## config.mk

```make
export PLATFORM = sky130hd
export DESIGN_NAME = recon_add_clip
export DESIGN_NICKNAME = d
export VERILOG_FILES = /design/src/rtl/rac_pkg.sv /design/src/rtl/rac_lane.sv /design/src/rtl/rac_row_dp.sv /design/src/rtl/rac_row_seq.sv /design/src/rtl/rac_out_stage.sv /design/src/rtl/recon_add_clip.sv
export SDC_FILE = /design/constraint.sdc
export NUM_CORES = 1
export LEC_CHECK = 0
export ABC_CLOCK_PERIOD_IN_PS = 4500
export BUFFER_PORTS_ARGS = -buffer_cell sky130_fd_sc_hd__buf_2
export CAP_MARGIN = 10
export CORE_UTILIZATION = 50
export DETAILED_ROUTE_END_ITERATION = 6
export PLACE_DENSITY = 0.83
export SLEW_MARGIN = 0
export SYNTH_ARGS = -nofsm -noshare
export SYNTH_HDL_FRONTEND = slang
export SYNTH_HIERARCHICAL = 1
export SYNTH_SLANG_ARGS = --single-unit
```

## constraint.sdc

```tcl
create_clock -name clk -period 4.5 [get_ports clk]
set_input_delay 0.45 -clock clk [delete_from_list [all_inputs] [get_ports clk]]
set_output_delay 0.45 -clock clk [all_outputs]
set_load 0.005 [all_outputs]
```

## src/rtl/rac_pkg.sv

```systemverilog
`timescale 1ns/1ps
package rac_pkg;
  localparam int LANES  = 8;
  localparam int RES_W  = 16;
  localparam int PIX_W  = 8;
  localparam int SHIFT  = 5;
  localparam int ROWS   = 8;
  localparam int ADDR_W = 16;
endpackage

```

## src/rtl/rac_lane.sv

```systemverilog
`timescale 1ns/1ps
module rac_lane #(
  parameter int RES_W = 16,
  parameter int PIX_W = 8,
  parameter int SHIFT = 5
) (
  input  logic [RES_W-1:0] res_i,
  input  logic [PIX_W-1:0] pred_i,
  output logic [PIX_W-1:0] pix_o
);
  localparam int EXT_W = RES_W + 1;
  localparam logic signed [EXT_W-1:0] RND_C = EXT_W'(1) <<< (SHIFT - 1);

  logic signed [EXT_W-1:0] res_ext;
  logic signed [EXT_W-1:0] biased;
  logic signed [EXT_W-1:0] scaled;
  logic signed [EXT_W-1:0] pred_ext;
  logic signed [EXT_W-1:0] sum;

  always_comb begin
    res_ext  = $signed({res_i[RES_W-1], res_i});
    biased   = res_ext + RND_C;
    scaled   = biased >>> SHIFT;
    pred_ext = $signed({{(EXT_W-PIX_W){1'b0}}, pred_i});
    sum      = scaled + pred_ext;
    if (sum[EXT_W-1]) begin
      pix_o = '0;
    end else if (|sum[EXT_W-2:PIX_W]) begin
      pix_o = '1;
    end else begin
      pix_o = sum[PIX_W-1:0];
    end
  end
endmodule

```

## src/rtl/rac_row_dp.sv

```systemverilog
`timescale 1ns/1ps
module rac_row_dp #(
  parameter int LANES = 8,
  parameter int RES_W = 16,
  parameter int PIX_W = 8,
  parameter int SHIFT = 5
) (
  input  logic [LANES*RES_W-1:0] resid_i,
  input  logic [LANES*PIX_W-1:0] pred_i,
  output logic [LANES*PIX_W-1:0] pix_o
);
  for (genvar k = 0; k < LANES; k++) begin : g_lane
    rac_lane #(
      .RES_W (RES_W),
      .PIX_W (PIX_W),
      .SHIFT (SHIFT)
    ) u_lane (
      .res_i  (resid_i[k*RES_W +: RES_W]),
      .pred_i (pred_i[k*PIX_W +: PIX_W]),
      .pix_o  (pix_o[k*PIX_W +: PIX_W])
    );
  end
endmodule

```

## src/rtl/rac_row_seq.sv

```systemverilog
`timescale 1ns/1ps
module rac_row_seq #(
  parameter int ROWS   = 8,
  parameter int ADDR_W = 16,
  localparam int ROW_W = (ROWS > 1) ? $clog2(ROWS) : 1
) (
  input  logic              clk,
  input  logic              rst_n,
  input  logic              acc_i,
  input  logic [ADDR_W-1:0] base_i,
  input  logic [ADDR_W-1:0] stride_i,
  input  logic              drain_i,
  input  logic [ROW_W-1:0]  drain_row_i,
  output logic [ROW_W-1:0]  row_o,
  output logic [ADDR_W-1:0] addr_o,
  output logic              done_o
);
  localparam logic [ROW_W-1:0] LAST_ROW = ROW_W'(ROWS - 1);

  logic [ROW_W-1:0] row_q, row_d;
  logic             done_q, done_d;

  always_comb begin
    row_d = row_q;
    if (acc_i) begin
      row_d = (row_q == LAST_ROW) ? '0 : row_q + ROW_W'(1);
    end
    done_d = drain_i && (drain_row_i == LAST_ROW);
    addr_o = base_i + ADDR_W'(row_q) * stride_i;
  end

  always_ff @(posedge clk or negedge rst_n) begin
    if (!rst_n) begin
      row_q  <= '0;
      done_q <= 1'b0;
    end else begin
      if (acc_i) row_q <= row_d;
      done_q <= done_d;
    end
  end

  assign row_o  = row_q;
  assign done_o = done_q;


  row_step_chk: assert property (@(posedge clk) disable iff (!rst_n)
    (acc_i && row_q != LAST_ROW) |=> row_q == $past(row_q) + ROW_W'(1));

  row_wrap_chk: assert property (@(posedge clk) disable iff (!rst_n)
    (acc_i && row_q == LAST_ROW) |=> row_q == '0);

  done_rise_chk: assert property (@(posedge clk) disable iff (!rst_n)
    (drain_i && drain_row_i == LAST_ROW) |=> done_o);

  done_pulse_chk: assert property (@(posedge clk) disable iff (!rst_n)
    done_o |=> !done_o);
endmodule

```

## src/rtl/rac_out_stage.sv

```systemverilog
`timescale 1ns/1ps
module rac_out_stage #(
  parameter int DW = 8
) (
  input  logic          clk,
  input  logic          rst_n,
  input  logic          up_valid_i,
  output logic          up_ready_o,
  input  logic [DW-1:0] up_data_i,
  output logic          dn_valid_o,
  input  logic          dn_ready_i,
  output logic [DW-1:0] dn_data_o
);
  logic          vld_q, vld_d;
  logic [DW-1:0] dat_q;
  logic          load_en;

  always_comb begin
    up_ready_o = !vld_q || dn_ready_i;
    load_en    = up_valid_i && up_ready_o;
    vld_d      = vld_q;
    if (load_en) begin
      vld_d = 1'b1;
    end else if (dn_ready_i) begin
      vld_d = 1'b0;
    end
  end

  always_ff @(posedge clk or negedge rst_n) begin
    if (!rst_n) begin
      vld_q <= 1'b0;
    end else begin
      vld_q <= vld_d;
    end
  end

  always_ff @(posedge clk) begin
    if (load_en) dat_q <= up_data_i;
  end

  assign dn_valid_o = vld_q;
  assign dn_data_o  = dat_q;


  load_valid_chk: assert property (@(posedge clk) disable iff (!rst_n)
    (up_valid_i && up_ready_o) |=> dn_valid_o);

  hold_stable_chk: assert property (@(posedge clk) disable iff (!rst_n)
    (dn_valid_o && !dn_ready_i) |=> (dn_valid_o && $stable(dn_data_o)));

  drain_empty_chk: assert property (@(posedge clk) disable iff (!rst_n)
    (dn_valid_o && dn_ready_i && !up_valid_i) |=> !dn_valid_o);
endmodule

```

## src/rtl/recon_add_clip.sv

```systemverilog
`timescale 1ns/1ps
module recon_add_clip
  import rac_pkg::*;
#(
  parameter int P_LANES  = LANES,
  parameter int P_RES_W  = RES_W,
  parameter int P_PIX_W  = PIX_W,
  parameter int P_SHIFT  = SHIFT,
  parameter int P_ROWS   = ROWS,
  parameter int P_ADDR_W = ADDR_W,
  localparam int ROW_W   = (P_ROWS > 1) ? $clog2(P_ROWS) : 1,
  localparam int PIXROW_W = P_LANES * P_PIX_W,
  localparam int DW      = ROW_W + P_ADDR_W + PIXROW_W
) (
  input  logic                        clk,
  input  logic                        rst_n,
  input  logic [P_ADDR_W-1:0]         blk_base,
  input  logic [P_ADDR_W-1:0]         row_stride,
  input  logic                        in_valid,
  output logic                        in_ready,
  input  logic [P_LANES*P_RES_W-1:0]  in_resid,
  input  logic [PIXROW_W-1:0]         in_pred,
  output logic                        out_valid,
  input  logic                        out_ready,
  output logic [PIXROW_W-1:0]         out_pix,
  output logic [P_ADDR_W-1:0]         out_addr,
  output logic [ROW_W-1:0]            out_row,
  output logic                        blk_done
);
  logic [PIXROW_W-1:0] pix_c;
  logic [ROW_W-1:0]    row_c;
  logic [P_ADDR_W-1:0] addr_c;
  logic [DW-1:0]       st_in, st_out;
  logic                acc, drain;

  rac_row_dp #(
    .LANES (P_LANES),
    .RES_W (P_RES_W),
    .PIX_W (P_PIX_W),
    .SHIFT (P_SHIFT)
  ) u_dp (
    .resid_i (in_resid),
    .pred_i  (in_pred),
    .pix_o   (pix_c)
  );

  assign acc   = in_valid && in_ready;
  assign drain = out_valid && out_ready;
  assign st_in = {row_c, addr_c, pix_c};

  rac_row_seq #(
    .ROWS   (P_ROWS),
    .ADDR_W (P_ADDR_W)
  ) u_seq (
    .clk         (clk),
    .rst_n       (rst_n),
    .acc_i       (acc),
    .base_i      (blk_base),
    .stride_i    (row_stride),
    .drain_i     (drain),
    .drain_row_i (out_row),
    .row_o       (row_c),
    .addr_o      (addr_c),
    .done_o      (blk_done)
  );

  rac_out_stage #(
    .DW (DW)
  ) u_out (
    .clk        (clk),
    .rst_n      (rst_n),
    .up_valid_i (in_valid),
    .up_ready_o (in_ready),
    .up_data_i  (st_in),
    .dn_valid_o (out_valid),
    .dn_ready_i (out_ready),
    .dn_data_o  (st_out)
  );

  assign {out_row, out_addr, out_pix} = st_out;


  ready_rule_chk: assert property (@(posedge clk) disable iff (!rst_n)
    in_ready == (!out_valid || out_ready));
endmodule

```

==> impl_metrics.py <==
metrics = {
    "hold_path": {
        "hold_class": "input pin to flop",
    },
    "placed_design": {
        "placed_cell_area_sq_um": 12700,
        "place.gp.congestion": 0.927,
        "port_buffers": 281,
        "dp_hpwl_um": 22500,
    },
    "clock_tree": {
        "clock_sinks": 88,
        "clock_latency_ps": 340,
        "htree_levels": 3,
        "clockRootBuffer": "clkbuf_16",
        "cts_setup_buffers": 0,
        "cts_buffer_depth": 2,
        "cts_tree": "built",
        "cts_buffers": 9,
        "clk_pin_slew_ps": 70,
    },
    "finish": {
        "final_layout_size_suffix_gt1_share_pct": 27.7,
        "nets": 1816,
        "fillCellCount": 1888,
        "multiInputGateArea_sq_um": 8000,
        "most-common-layout-cells": "buf_2 (281), ha_1 (91), a21oi_1 (90), inv_1 (86), edfxtp_1 (83)",
        "fin_area_sq_um": 13100,
        "final_common_cell": "buf_2",
        "syn_to_final_growth_pct": 17.1,
        "seqCellArea_sq_um": 2620,
    },
    "synthesis": {
        "synth_enable_flop_cells": 83,
        "synthArstFlopShare_pct": 5.68,
        "syn_avg_cell_area_sq_um": 9.27,
        "synth_ff_type": "edfxtp_1",
        "synth_nets": 1556,
        "synth_area_sq_um": 11100,
        "ys_seq_area_share_pct": 23.5,
        "synth_warnings": 6,
        "synth_cell_types": 83,
        "syn_inst": 1202,
        "synth-seq-cells": 88,
    },
    "grt": {
        "antenna_found_initial": 1,
        "grt_first_pass_wirelength_um": 43400,
        "grt_max_degree": 53,
        "gr-total-overflow": 0,
        "grt_pass1_vias": 9289,
        "grt_usage_pct": 23.6,
    },
    "sta": {
        "worstMarginPinSlew_ps": 754,
        "rsz0062_at_grt": "false",
        "max_freq_mhz": 266,
        "max_slew_margin_pct": 48.4,
        "tns_ps": 0,
        "slew_violations": 0,
        "skew_ps": 8.64,
        "finalCriticalPeriod_ps": 3760,
        "finalSetupViolations": 0,
        "period_share_pct": 83.5,
        "finalHoldViolations": 0,
    },
    "floorplan": {
        "num_io_pins": 314,
        "num_rows": 54,
        "die-area_sq_um": 22900,
        "initial_utilization_pct": 51.1,
        "fp.dieW_um": 151,
        "core_area_sq_um": 21800,
        "die_y_um": 151,
    },
    "setup_path": {
        "worstPathMaxFanout": 17,
        "critPathKind": "flop to flop",
        "arrival_ps": 3890,
        "crit_path_end_kind": "flop",
        "slowest_delay_ps": 560,
        "cp_cell_sequence": "and2_1 -> fa_1 -> inv_1 -> fa_1 -> inv_1 -> ha_1 -> a21o_2 -> a21oi_2 -> a21oi_2 -> o21ai_0 -> a31oi_1 -> o311ai_0",
        "worstSetupStartpointType": "flop",
        "cp.required_ps": 4630,
        "slowest_stage": "dfrtp_1",
    },
    "outcome": {
        "status": "complete, no violations",
    },
    "route": {
        "drt_first_pass_iters": 5,
        "first_iter_violations": 392,
        "viasPerCell": 5.77,
        "wl_per_cell_um": 15.9,
        "wl_um": 27800,
        "vias": 10100,
        "drc": 0,
        "ant_nets": 0,
    },
    "pwr": {
        "peakVddDrop_v": 0.000255,
        "p_leak_uw": 0.00567,
        "design_power_total_uw": 5360,
        "power.density_nw_per_um2": 410,
    },
    "job": {
        "cap_viol_max_count": 0,
    },
}
[metal layers]
| metal | GRT usage, % | up-vias | wire [um] |
|---|---|---|---|
| met5 | 0 | - | 0 |
| met4 | 7.75 | 0 | 478 |
| met3 | 4.31 | 30 | 1880 |
| met2 | 40.5 | 306 | 13500 |
| met1 | 29.6 | 4757 | 12000 |
| li1 | - | 5003 | - |
[synth_stat cells (8+ instances only)]
cell,n,area (sq um)
a21o_1,26,195
nand4_1,34,213
nand4b_1,13,114
buf_2,14,70.1
and4_1,11,96.3
o21ai_0,27,135
a21boi_1,15,113
nor3_1,36,180
nand2b_1,8,50.1
inv_1,86,323
o21a_1,17,128
fa_1,35,701
nor2_1,59,221
a211oi_1,8,60.1
ha_1,91,1140
xor2_1,43,377
nand2_1,79,297
xnor2_1,81,709
edfxtp_1,83,2490
and3_1,10,62.6
and2_1,50,313
clkbuf_1,11,41.3
nor2b_1,21,131
a21oi_1,90,450
a31oi_1,10,62.6
nand3_1,35,175
a21oi_2,12,105
a31o_2,10,87.6
[state kept, by name, indices dropped and copies added, names as in the netlist]
name	flops
u_out/dn_data_o	83
u_out/dn_valid_o	1
u_seq/done_o	1
u_seq/row_o	3
[kinds of logic after synthesis]
kind of cell | after synthesis | synth area share (%)
flip-flops | 88 | 23.5
multiplexers | 16 | 1.73
AO/OA/AOI/OAI | 311 | 21.7
adder cells (fa/ha/maj) | 126 | 16.5
buffers and inverters | 120 | 4.74
AND/OR/NAND/NOR | 417 | 22.1
XOR/XNOR | 124 | 9.74
[stage by stage]
stage	cells	setup WS (ps)	hold WS, ps	utilization (%)
final	1749	743	322	59.8
after global routing	1747	463	320	59.8
after CTS	1747	762	307	59.8
after detailed placement	1730	854	280	58.2
after global placement	1730	918	277	58.2
after floorplan	1202	1190	154	-
[power by group]
group,internal [uW],leakage [uW],switching [uW]
Sequential,1180,0.000848,103
Combinational,1410,0.00466,1810
Clock,541,0.000162,315
[critical path, delay by kind of cell (launching register included)]
kind / cells / cell delay, ps
and+or+nand+nor: 1 / 250
buffers and inverters: 2 / 90
DFF: 1 / 560
adders and majority gates: 3 / 1380
AOI/OAI and AO/OA: 6 / 1280
[layout make-up]
cell class,count,share of cell area [%]
multi-input cells,994,61.3
inverters,86,2.47
clock inverters,6,0.824
repair buffers,283,10.9
flip-flops and latches,88,20.0
well taps,280,2.68
diodes,2,0.0383
clock buffers,10,1.75
[timing repair]
| action | 4_1_cts | 5_1_grt |
|---|---|---|
| resized for setup | 0 | 0 |
| hold buffers | 1 | 0 |
| endpoints found under the hold margin | 5 | 0 |
[final timing paths]
kind                                                 endpoint  slack [ps]                          start  cells past startpoint
worst min register to register         u_seq/done_o$_DFF_PN0_         550  u_out/dn_data_o[81]$_DFFE_PP_                      1
worst min-delay path             u_out/dn_valid_o$_DFFE_PN0P_         320                       in_valid                      2
max in group asynchronous          u_seq/row_o[0]$_DFFE_PN0P_        3890                          rst_n                      2
worst max register to register  u_out/dn_data_o[78]$_DFFE_PP_         740     u_seq/row_o[2]$_DFFE_PN0P_                     12
worst max-delay path            u_out/dn_data_o[78]$_DFFE_PP_         740     u_seq/row_o[2]$_DFFE_PN0P_                     12
min in group asynchronous        u_out/dn_valid_o$_DFFE_PN0P_         460                          rst_n                      2
Note: power is estimated with default switching activity, not from simulation.
